## src/rtl/irq_pin_pkg.sv

```systemverilog
package irq_pin_pkg;
  localparam int VEC_W = 8;
  localparam int DST_W = 8;
  localparam int DLV_W = 3;

  typedef struct packed {
    logic [DST_W-1:0] dest;
    logic [VEC_W-1:0] vector;
    logic             dmode;
    logic             trig;
    logic [DLV_W-1:0] dlv;
  } route_t;
endpackage

```

## src/rtl/irq_src_matrix.sv

```systemverilog
module irq_src_matrix #(
  parameter int NPINS = 8,
  parameter int NSRC  = 4,
  parameter int PIN_W = 3,
  parameter int SRC_W = 2
) (
  input  logic             clk,
  input  logic             rst_n,
  input  logic             ev_valid,
  input  logic [PIN_W-1:0] ev_pin,
  input  logic [SRC_W-1:0] ev_src,
  input  logic             ev_level,
  input  logic             clr_valid,
  input  logic [SRC_W-1:0] clr_src,
  output logic [NPINS-1:0] line_next,
  output logic [NPINS-1:0] line_cur
);
  logic [NSRC-1:0] bits_q [NPINS];
  logic [NSRC-1:0] bits_n [NPINS];

  always_comb begin
    for (int p = 0; p < NPINS; p++) begin
      bits_n[p] = bits_q[p];
      if (clr_valid) bits_n[p][clr_src] = 1'b0;
      if (ev_valid && ev_pin == PIN_W'(p)) bits_n[p][ev_src] = ev_level;
      line_next[p] = |bits_n[p];
      line_cur[p]  = |bits_q[p];
    end
  end

  always_ff @(posedge clk) begin
    for (int p = 0; p < NPINS; p++) begin
      if (!rst_n) bits_q[p] <= '0;
      else        bits_q[p] <= bits_n[p];
    end
  end
endmodule

```

## src/rtl/irq_pin_slot.sv

```systemverilog
module irq_pin_slot (
  input  logic clk,
  input  logic rst_n,
  input  logic line_next,
  input  logic line_cur,
  input  logic ev_here,
  input  logic is_level,
  input  logic masked,
  input  logic load,
  input  logic hs_edge,
  input  logic hs_lvl_hit,
  input  logic rirr_clr,
  output logic elig,
  output logic coal,
  output logic pend_vis,
  output logic rirr
);
  logic pend_q, arm_q, dlv_q, rirr_q;
  logic assert_ev;

  assign assert_ev = ev_here & line_next;
  assign coal      = assert_ev & (is_level ? rirr_q : pend_q);
  assign elig      = ~masked & (is_level ? (pend_q & ~rirr_q) : arm_q);
  assign pend_vis  = pend_q & ~dlv_q;
  assign rirr      = rirr_q;

  always_ff @(posedge clk) begin
    if (!rst_n) begin
      pend_q <= 1'b0;
      arm_q  <= 1'b0;
      dlv_q  <= 1'b0;
      rirr_q <= 1'b0;
    end else begin
      pend_q <= line_next & (pend_q | assert_ev);
      arm_q  <= line_next & ((arm_q & ~load) | (assert_ev & ~is_level & ~pend_q));
      if (assert_ev && !is_level) dlv_q <= 1'b0;
      else if (hs_edge)           dlv_q <= 1'b1;
      if (hs_lvl_hit)             rirr_q <= 1'b1;
      else if (rirr_clr)          rirr_q <= 1'b0;
    end
  end

  a_r1_line_low: assert property (@(posedge clk) disable iff (!rst_n)
    !line_cur |-> !pend_q);
  a_r6_rirr_rise: assert property (@(posedge clk) disable iff (!rst_n)
    $rose(rirr_q) |-> $past(hs_lvl_hit));
  a_r7_dlv_rise: assert property (@(posedge clk) disable iff (!rst_n)
    $rose(dlv_q) |-> $past(hs_edge));
endmodule

```

## src/rtl/irq_msg_arb.sv

```systemverilog
module irq_msg_arb
  import irq_pin_pkg::*;
#(
  parameter int NPINS = 8,
  parameter int PIN_W = 3
) (
  input  logic             clk,
  input  logic             rst_n,
  input  logic [NPINS-1:0] elig,
  input  route_t           routes [NPINS],
  input  logic             msg_ready,
  output logic             msg_valid,
  output logic [PIN_W-1:0] msg_pin,
  output route_t           msg_info,
  output logic [NPINS-1:0] grant
);
  function automatic logic [PIN_W-1:0] first_index(input logic [NPINS-1:0] v);
    first_index = '0;
    for (int i = NPINS - 1; i >= 0; i--)
      if (v[i]) first_index = PIN_W'(i);
  endfunction

  logic             load;
  logic [PIN_W-1:0] pick;

  assign load  = ~msg_valid & (|elig);
  assign pick  = first_index(elig);
  assign grant = load ? (NPINS'(1) << pick) : '0;

  always_ff @(posedge clk) begin
    if (!rst_n) begin
      msg_valid <= 1'b0;
      msg_pin   <= '0;
      msg_info  <= '0;
    end else if (load) begin
      msg_valid <= 1'b1;
      msg_pin   <= pick;
      msg_info  <= routes[pick];
    end else if (msg_ready) begin
      msg_valid <= 1'b0;
    end
  end

  a_r8_hold: assert property (@(posedge clk) disable iff (!rst_n)
    msg_valid && !msg_ready |=> msg_valid && $stable(msg_pin) && $stable(msg_info));
endmodule

```

## src/rtl/irq_pin_deliver.sv

```systemverilog
module irq_pin_deliver
  import irq_pin_pkg::*;
#(
  parameter int NPINS = 8,
  parameter int NSRC  = 4,
  localparam int PIN_W = (NPINS > 1) ? $clog2(NPINS) : 1,
  localparam int SRC_W = (NSRC > 1) ? $clog2(NSRC) : 1
) (
  input  logic                   clk,
  input  logic                   rst_n,
  input  logic                   ev_valid,
  input  logic [PIN_W-1:0]       ev_pin,
  input  logic [SRC_W-1:0]       ev_src,
  input  logic                   ev_level,
  input  logic                   clr_valid,
  input  logic [SRC_W-1:0]       clr_src,
  input  logic [NPINS-1:0]       cfg_mask,
  input  logic [NPINS-1:0]       cfg_level,
  input  logic [NPINS-1:0]       cfg_dmode,
  input  logic [NPINS*VEC_W-1:0] cfg_vector,
  input  logic [NPINS*DST_W-1:0] cfg_dest,
  input  logic [NPINS*DLV_W-1:0] cfg_dlv,
  input  logic [NPINS-1:0]       rirr_clr,
  output logic                   msg_valid,
  input  logic                   msg_ready,
  input  logic                   msg_hit,
  output logic [PIN_W-1:0]       msg_pin,
  output logic [DST_W-1:0]       msg_dest,
  output logic [VEC_W-1:0]       msg_vector,
  output logic                   msg_dmode,
  output logic                   msg_trig,
  output logic [DLV_W-1:0]       msg_dlv,
  output logic                   msg_assert,
  output logic                   ev_done,
  output logic                   ev_coalesced,
  output logic [NPINS-1:0]       pend_view,
  output logic [NPINS-1:0]       rirr
);
  logic [NPINS-1:0] line_next, line_cur, elig, coal, grant;
  route_t           routes [NPINS];
  route_t           info;
  logic             hs;

  irq_src_matrix #(.NPINS(NPINS), .NSRC(NSRC), .PIN_W(PIN_W), .SRC_W(SRC_W)) u_src (
    .clk(clk), .rst_n(rst_n), .ev_valid(ev_valid), .ev_pin(ev_pin), .ev_src(ev_src),
    .ev_level(ev_level), .clr_valid(clr_valid), .clr_src(clr_src),
    .line_next(line_next), .line_cur(line_cur));

  assign hs = msg_valid & msg_ready;

  for (genvar p = 0; p < NPINS; p++) begin : g_pin
    logic here, mine;
    assign routes[p] = '{dest:   cfg_dest[p*DST_W +: DST_W],
                         vector: cfg_vector[p*VEC_W +: VEC_W],
                         dmode:  cfg_dmode[p],
                         trig:   cfg_level[p],
                         dlv:    cfg_dlv[p*DLV_W +: DLV_W]};
    assign here = ev_valid & (ev_pin == PIN_W'(p));
    assign mine = hs & (msg_pin == PIN_W'(p));

    irq_pin_slot u_slot (
      .clk(clk), .rst_n(rst_n), .line_next(line_next[p]), .line_cur(line_cur[p]),
      .ev_here(here), .is_level(cfg_level[p]), .masked(cfg_mask[p]), .load(grant[p]),
      .hs_edge(mine & ~info.trig), .hs_lvl_hit(mine & info.trig & msg_hit),
      .rirr_clr(rirr_clr[p]), .elig(elig[p]), .coal(coal[p]),
      .pend_vis(pend_view[p]), .rirr(rirr[p]));
  end

  irq_msg_arb #(.NPINS(NPINS), .PIN_W(PIN_W)) u_arb (
    .clk(clk), .rst_n(rst_n), .elig(elig), .routes(routes), .msg_ready(msg_ready),
    .msg_valid(msg_valid), .msg_pin(msg_pin), .msg_info(info), .grant(grant));

  assign msg_dest   = info.dest;
  assign msg_vector = info.vector;
  assign msg_dmode  = info.dmode;
  assign msg_trig   = info.trig;
  assign msg_dlv    = info.dlv;
  assign msg_assert = msg_valid;

  always_ff @(posedge clk) begin
    if (!rst_n) begin
      ev_done      <= 1'b0;
      ev_coalesced <= 1'b0;
    end else begin
      ev_done      <= ev_valid;
      ev_coalesced <= |coal;
    end
  end

  a_r4_unmasked_only: assert property (@(posedge clk) disable iff (!rst_n)
    $rose(msg_valid) |-> (($past(cfg_mask) >> msg_pin) & NPINS'(1)) == '0);
  a_r8_lowest: assert property (@(posedge clk) disable iff (!rst_n)
    $rose(msg_valid) |-> ($past(elig) & ((NPINS'(1) << msg_pin) - NPINS'(1))) == '0);
  a_r9_coal_needs_event: assert property (@(posedge clk) disable iff (!rst_n)
    ev_coalesced |-> ev_done);
endmodule

```

## config.mk

```make
export PLATFORM = sky130hd
export DESIGN_NAME = irq_pin_deliver
export DESIGN_NICKNAME = d
export VERILOG_FILES = /design/src/rtl/irq_pin_pkg.sv /design/src/rtl/irq_src_matrix.sv /design/src/rtl/irq_pin_slot.sv /design/src/rtl/irq_msg_arb.sv /design/src/rtl/irq_pin_deliver.sv
export SDC_FILE = /design/constraint.sdc
export NUM_CORES = 1
export LEC_CHECK = 0
export ABC_CLOCK_PERIOD_IN_PS = 2700
export BUFFER_PORTS_ARGS = -buffer_cell sky130_fd_sc_hd__buf_2
export CAP_MARGIN = 20
export CORE_ASPECT_RATIO = 1.75
export CORE_UTILIZATION = 50
export CTS_BUF_LIST = sky130_fd_sc_hd__clkbuf_4 sky130_fd_sc_hd__clkbuf_8
export DETAILED_ROUTE_END_ITERATION = 8
export HOLD_SLACK_MARGIN = 0.05
export PLACE_DENSITY = 0.83
export SLEW_MARGIN = 20
export SYNTH_ARGS = -nofsm -noshare
export SYNTH_HDL_FRONTEND = slang
export SYNTH_SLANG_ARGS = --single-unit
```

## constraint.sdc

```tcl
create_clock -name clk -period 2.7 [get_ports clk]
set_input_delay 0.405 -clock clk [delete_from_list [all_inputs] [get_ports clk]]
set_output_delay 0.405 -clock clk [all_outputs]
set_load 0.03 [all_outputs]
```

==> impl_metrics.toml <==
[synthesis]
synth_async_sr_flop_share = 0
syn_avg_cell_area_um2 = 8.49
yosys_warnings = 0
ys_types = 73
synth_edf_count = 0
ys.flop_type = "dfxtp_1"
ys_ff_latch = 91
synth_area_mm2 = 0.00569
synthCells = 670
ys_seq_area_frac = 0.320
syn_nets = 868

[floorplan]
start_util = 0.512
dieArea_mm2 = 0.0118
num_rows = 51
die_w_um = 82.6
io_pins = 242
core_area_mm2 = 0.0111
die_y_um = 143

[clocking]
cts_hold_buf = 0
cts_resized = 0
clk_path_buf_depth = 2
cts_tree = "built"
cts_num_sinks = 91
cts_setup_buffers = 0
clk_pin_slew_ns = 0.10
clock_latency_ns = 0.40
cts_buffers = 9
clockRootBuffer = "clkbuf_8"
htreeDepth = 3

[timing]
fmax_mhz = 384
rsz0062_at_grt = "no"
skew_ns = 0.0133
slew_headroom = 0.537
min_period_over_period = 0.963
whs_ns = 0.215
hold_violations = 0
final_max_slew_viol_count = 0
worst_pin_slew_ns = 0.694
finalWorstPathRequiredPeriod_ns = 2.60
timing.setup.tns_ns = 0
setup_viol = 0

[setup_path]
rrSetupSlack_ns = 0.1
cp-start-kind = "flop"
ff2ff_path_depth = 9
worstSetupPathType = "reg2reg"
critPathCaptureType = "flop"
cp.arrival_ns = 2.85
cp.required_ns = 2.95
rr_endpoint = "u_arb.msg_info[12]"
rr_startpoint = "g_pin[5].u_slot.rirr"
crit_path_max_fanout = 5

[global_routing]
grt_pass1_wl_mm = 31.8
grt_pass1_vias = 6192
grt_overflow_total = 0
global_route.usage.total = 0.372
grt_max_degree = 52
antenna_found_initial = 2

[hold_path]
holdCritPathClass = "in2reg"
hold_depth = 3
whs_endpoint = "u_arb.msg_info[5]"
worstHoldStart = "cfg_vector[40]"

[route]
antenna_left = 0
drcViolationCount = 0
drt-initial-drc-count = 564
wirelength_mm = 22.3
drtPass1Iterations = 6
vias = 6616
via_per_inst = 6.30
routedWlPerCell_um = 21.3

[job]
maxCapViolCount = 0

[power_and_ir_drop]
p_leak_uw = 0.00318
pwr_density_cell_mw_per_mm2 = 374
ir_drop_mv = 0.258

[run_status]
outcome = "finished, final reports clean"

[placed_design]
gp_congestion = 1.01
dpl.hpwl_mm = 17.7
numPortBuffers = 241

[cells_and_area]
final_common_cell = "buf_2"
num-nets-final = 1109
layout_common_cells = "buf_2, dfxtp_1, buf_4, a21oi_1, nor2_1"
drive_gt1_frac = 0.380
syn_to_final_growth_pct = 28.9
## through the flow
| step | power [uW] | setup WS, ns | instance area (um^2) | instances | util |
|---|---|---|---|---|---|
| after floorplan | 1530 | 0.346 | 5690 | 670 | - |
| after global placement | 1760 | 0.0326 | 7120 | 1032 | 0.642 |
| after detailed placement | 1760 | 0.00924 | 7120 | 1032 | 0.642 |
| after CTS | 2740 | 0.132 | 7330 | 1048 | 0.660 |
| after global routing | 2830 | 0.00356 | 7330 | 1049 | 0.660 |
| final | 2740 | 0.0986 | 7330 | 1050 | 0.661 |
## logic make-up after synthesis
group | after synthesis | share of synthesized area
muxes | 51 | 0.0915
buffers and inverters | 82 | 0.0768
DFF | 91 | 0.320
and+or+nand+nor | 230 | 0.226
AOI/OAI and AO/OA | 216 | 0.285
## flip-flops by register name (all words and copies together) (netlist names)
signal	cells
u_arb.msg_info	21
u_arb.msg_pin	3
ev_done	1
g_pin.u_slot.pend_q	8
g_pin.u_slot.rirr	8
ev_coalesced	1
u_arb.msg_valid	1
g_pin.u_slot.dlv_q	8
g_pin.u_slot.arm_q	8
u_src.bits_q	32
## Yosys cell counts, types with 3 or more instances
| master | n | area share |
|---|---|---|
| a211oi_1 | 3 | 0.0040 |
| a21boi_0 | 3 | 0.0040 |
| a21o_2 | 4 | 0.0062 |
| a21oi_1 | 52 | 0.046 |
| a221oi_1 | 9 | 0.014 |
| a222oi_1 | 16 | 0.028 |
| a22o_1 | 18 | 0.028 |
| a22oi_1 | 9 | 0.012 |
| a2bb2oi_1 | 4 | 0.0062 |
| a31oi_1 | 3 | 0.0033 |
| and2_1 | 5 | 0.0055 |
| and4b_1 | 3 | 0.0053 |
| buf_1 | 3 | 0.0020 |
| buf_2 | 6 | 0.0053 |
| buf_4 | 19 | 0.025 |
| buf_6 | 5 | 0.0099 |
| clkbuf_1 | 32 | 0.021 |
| dfxtp_1 | 91 | 0.32 |
| inv_1 | 13 | 0.0086 |
| mux2_2 | 8 | 0.016 |
| mux2i_1 | 43 | 0.076 |
| nand2_1 | 34 | 0.022 |
| nand2b_1 | 12 | 0.013 |
| nand3_1 | 43 | 0.038 |
| nand3b_1 | 9 | 0.012 |
| nand4_1 | 4 | 0.0044 |
| nand4b_1 | 5 | 0.0077 |
| nor2_1 | 47 | 0.031 |
| nor2b_1 | 11 | 0.012 |
| nor3_1 | 19 | 0.017 |
| nor3b_1 | 3 | 0.0040 |
| nor4_2 | 3 | 0.0066 |
| o211ai_1 | 37 | 0.049 |
| o21a_1 | 6 | 0.0079 |
| o21ai_0 | 15 | 0.013 |
| o221ai_1 | 13 | 0.020 |
| o22a_1 | 4 | 0.0062 |
| o22ai_1 | 3 | 0.0033 |
| or2_0 | 3 | 0.0033 |
| or3_1 | 9 | 0.0099 |
| or3b_1 | 4 | 0.0062 |
## area by class of cell
cell class	count	area [um^2]
clock buffer	9	124
tap	132	165
multi-input combinational	497	3440
sequential	91	1820
clock inverter	7	82.6
inverter	14	52.6
timing repair buffer	298	1650
fill	1013	3770
antenna	2	5.00
## routing by layer
metal	track usage	routed length, um	part of all wire	up-vias
li1	-	-	-	3051
met1	0.380	7580	0.34	3031
met2	0.637	10800	0.48	427
met3	0.0882	2280	0.10	107
met4	0.273	1680	0.075	0
met5	0	0	0	-
## critical path, stage by stage (launching register included)
cell	delay, ns
dfxtp_1	0.37
nand3b_1	0.19
a21oi_1	0.39
a211oi_1	0.10
buf_4	0.18
nor2_4	0.18
buf_4	0.20
mux2_2	0.36
a222oi_1	0.31
o221ai_1	0.18
## worst max path at each step
stage,start,end,cells after the start
final,g_pin[5].u_slot.rirr,u_arb.msg_info[12],9
after global routing,g_pin[5].u_slot.rirr,u_arb.msg_info[9],9
after floorplan,ev_pin[1],ev_coalesced,8
after CTS,g_pin[5].u_slot.rirr,u_arb.msg_info[9],9
after detailed placement,cfg_level[7],u_arb.msg_info[9],10
after global placement,cfg_level[2],u_arb.msg_info[9],9
## report_power, final
group | internal (uW) | switching [uW]
registers | 1350 | 3.24
clock network | 444 | 556
logic | 183 | 211
total | 1970 | 770
(Power assumes the default switching activity.)
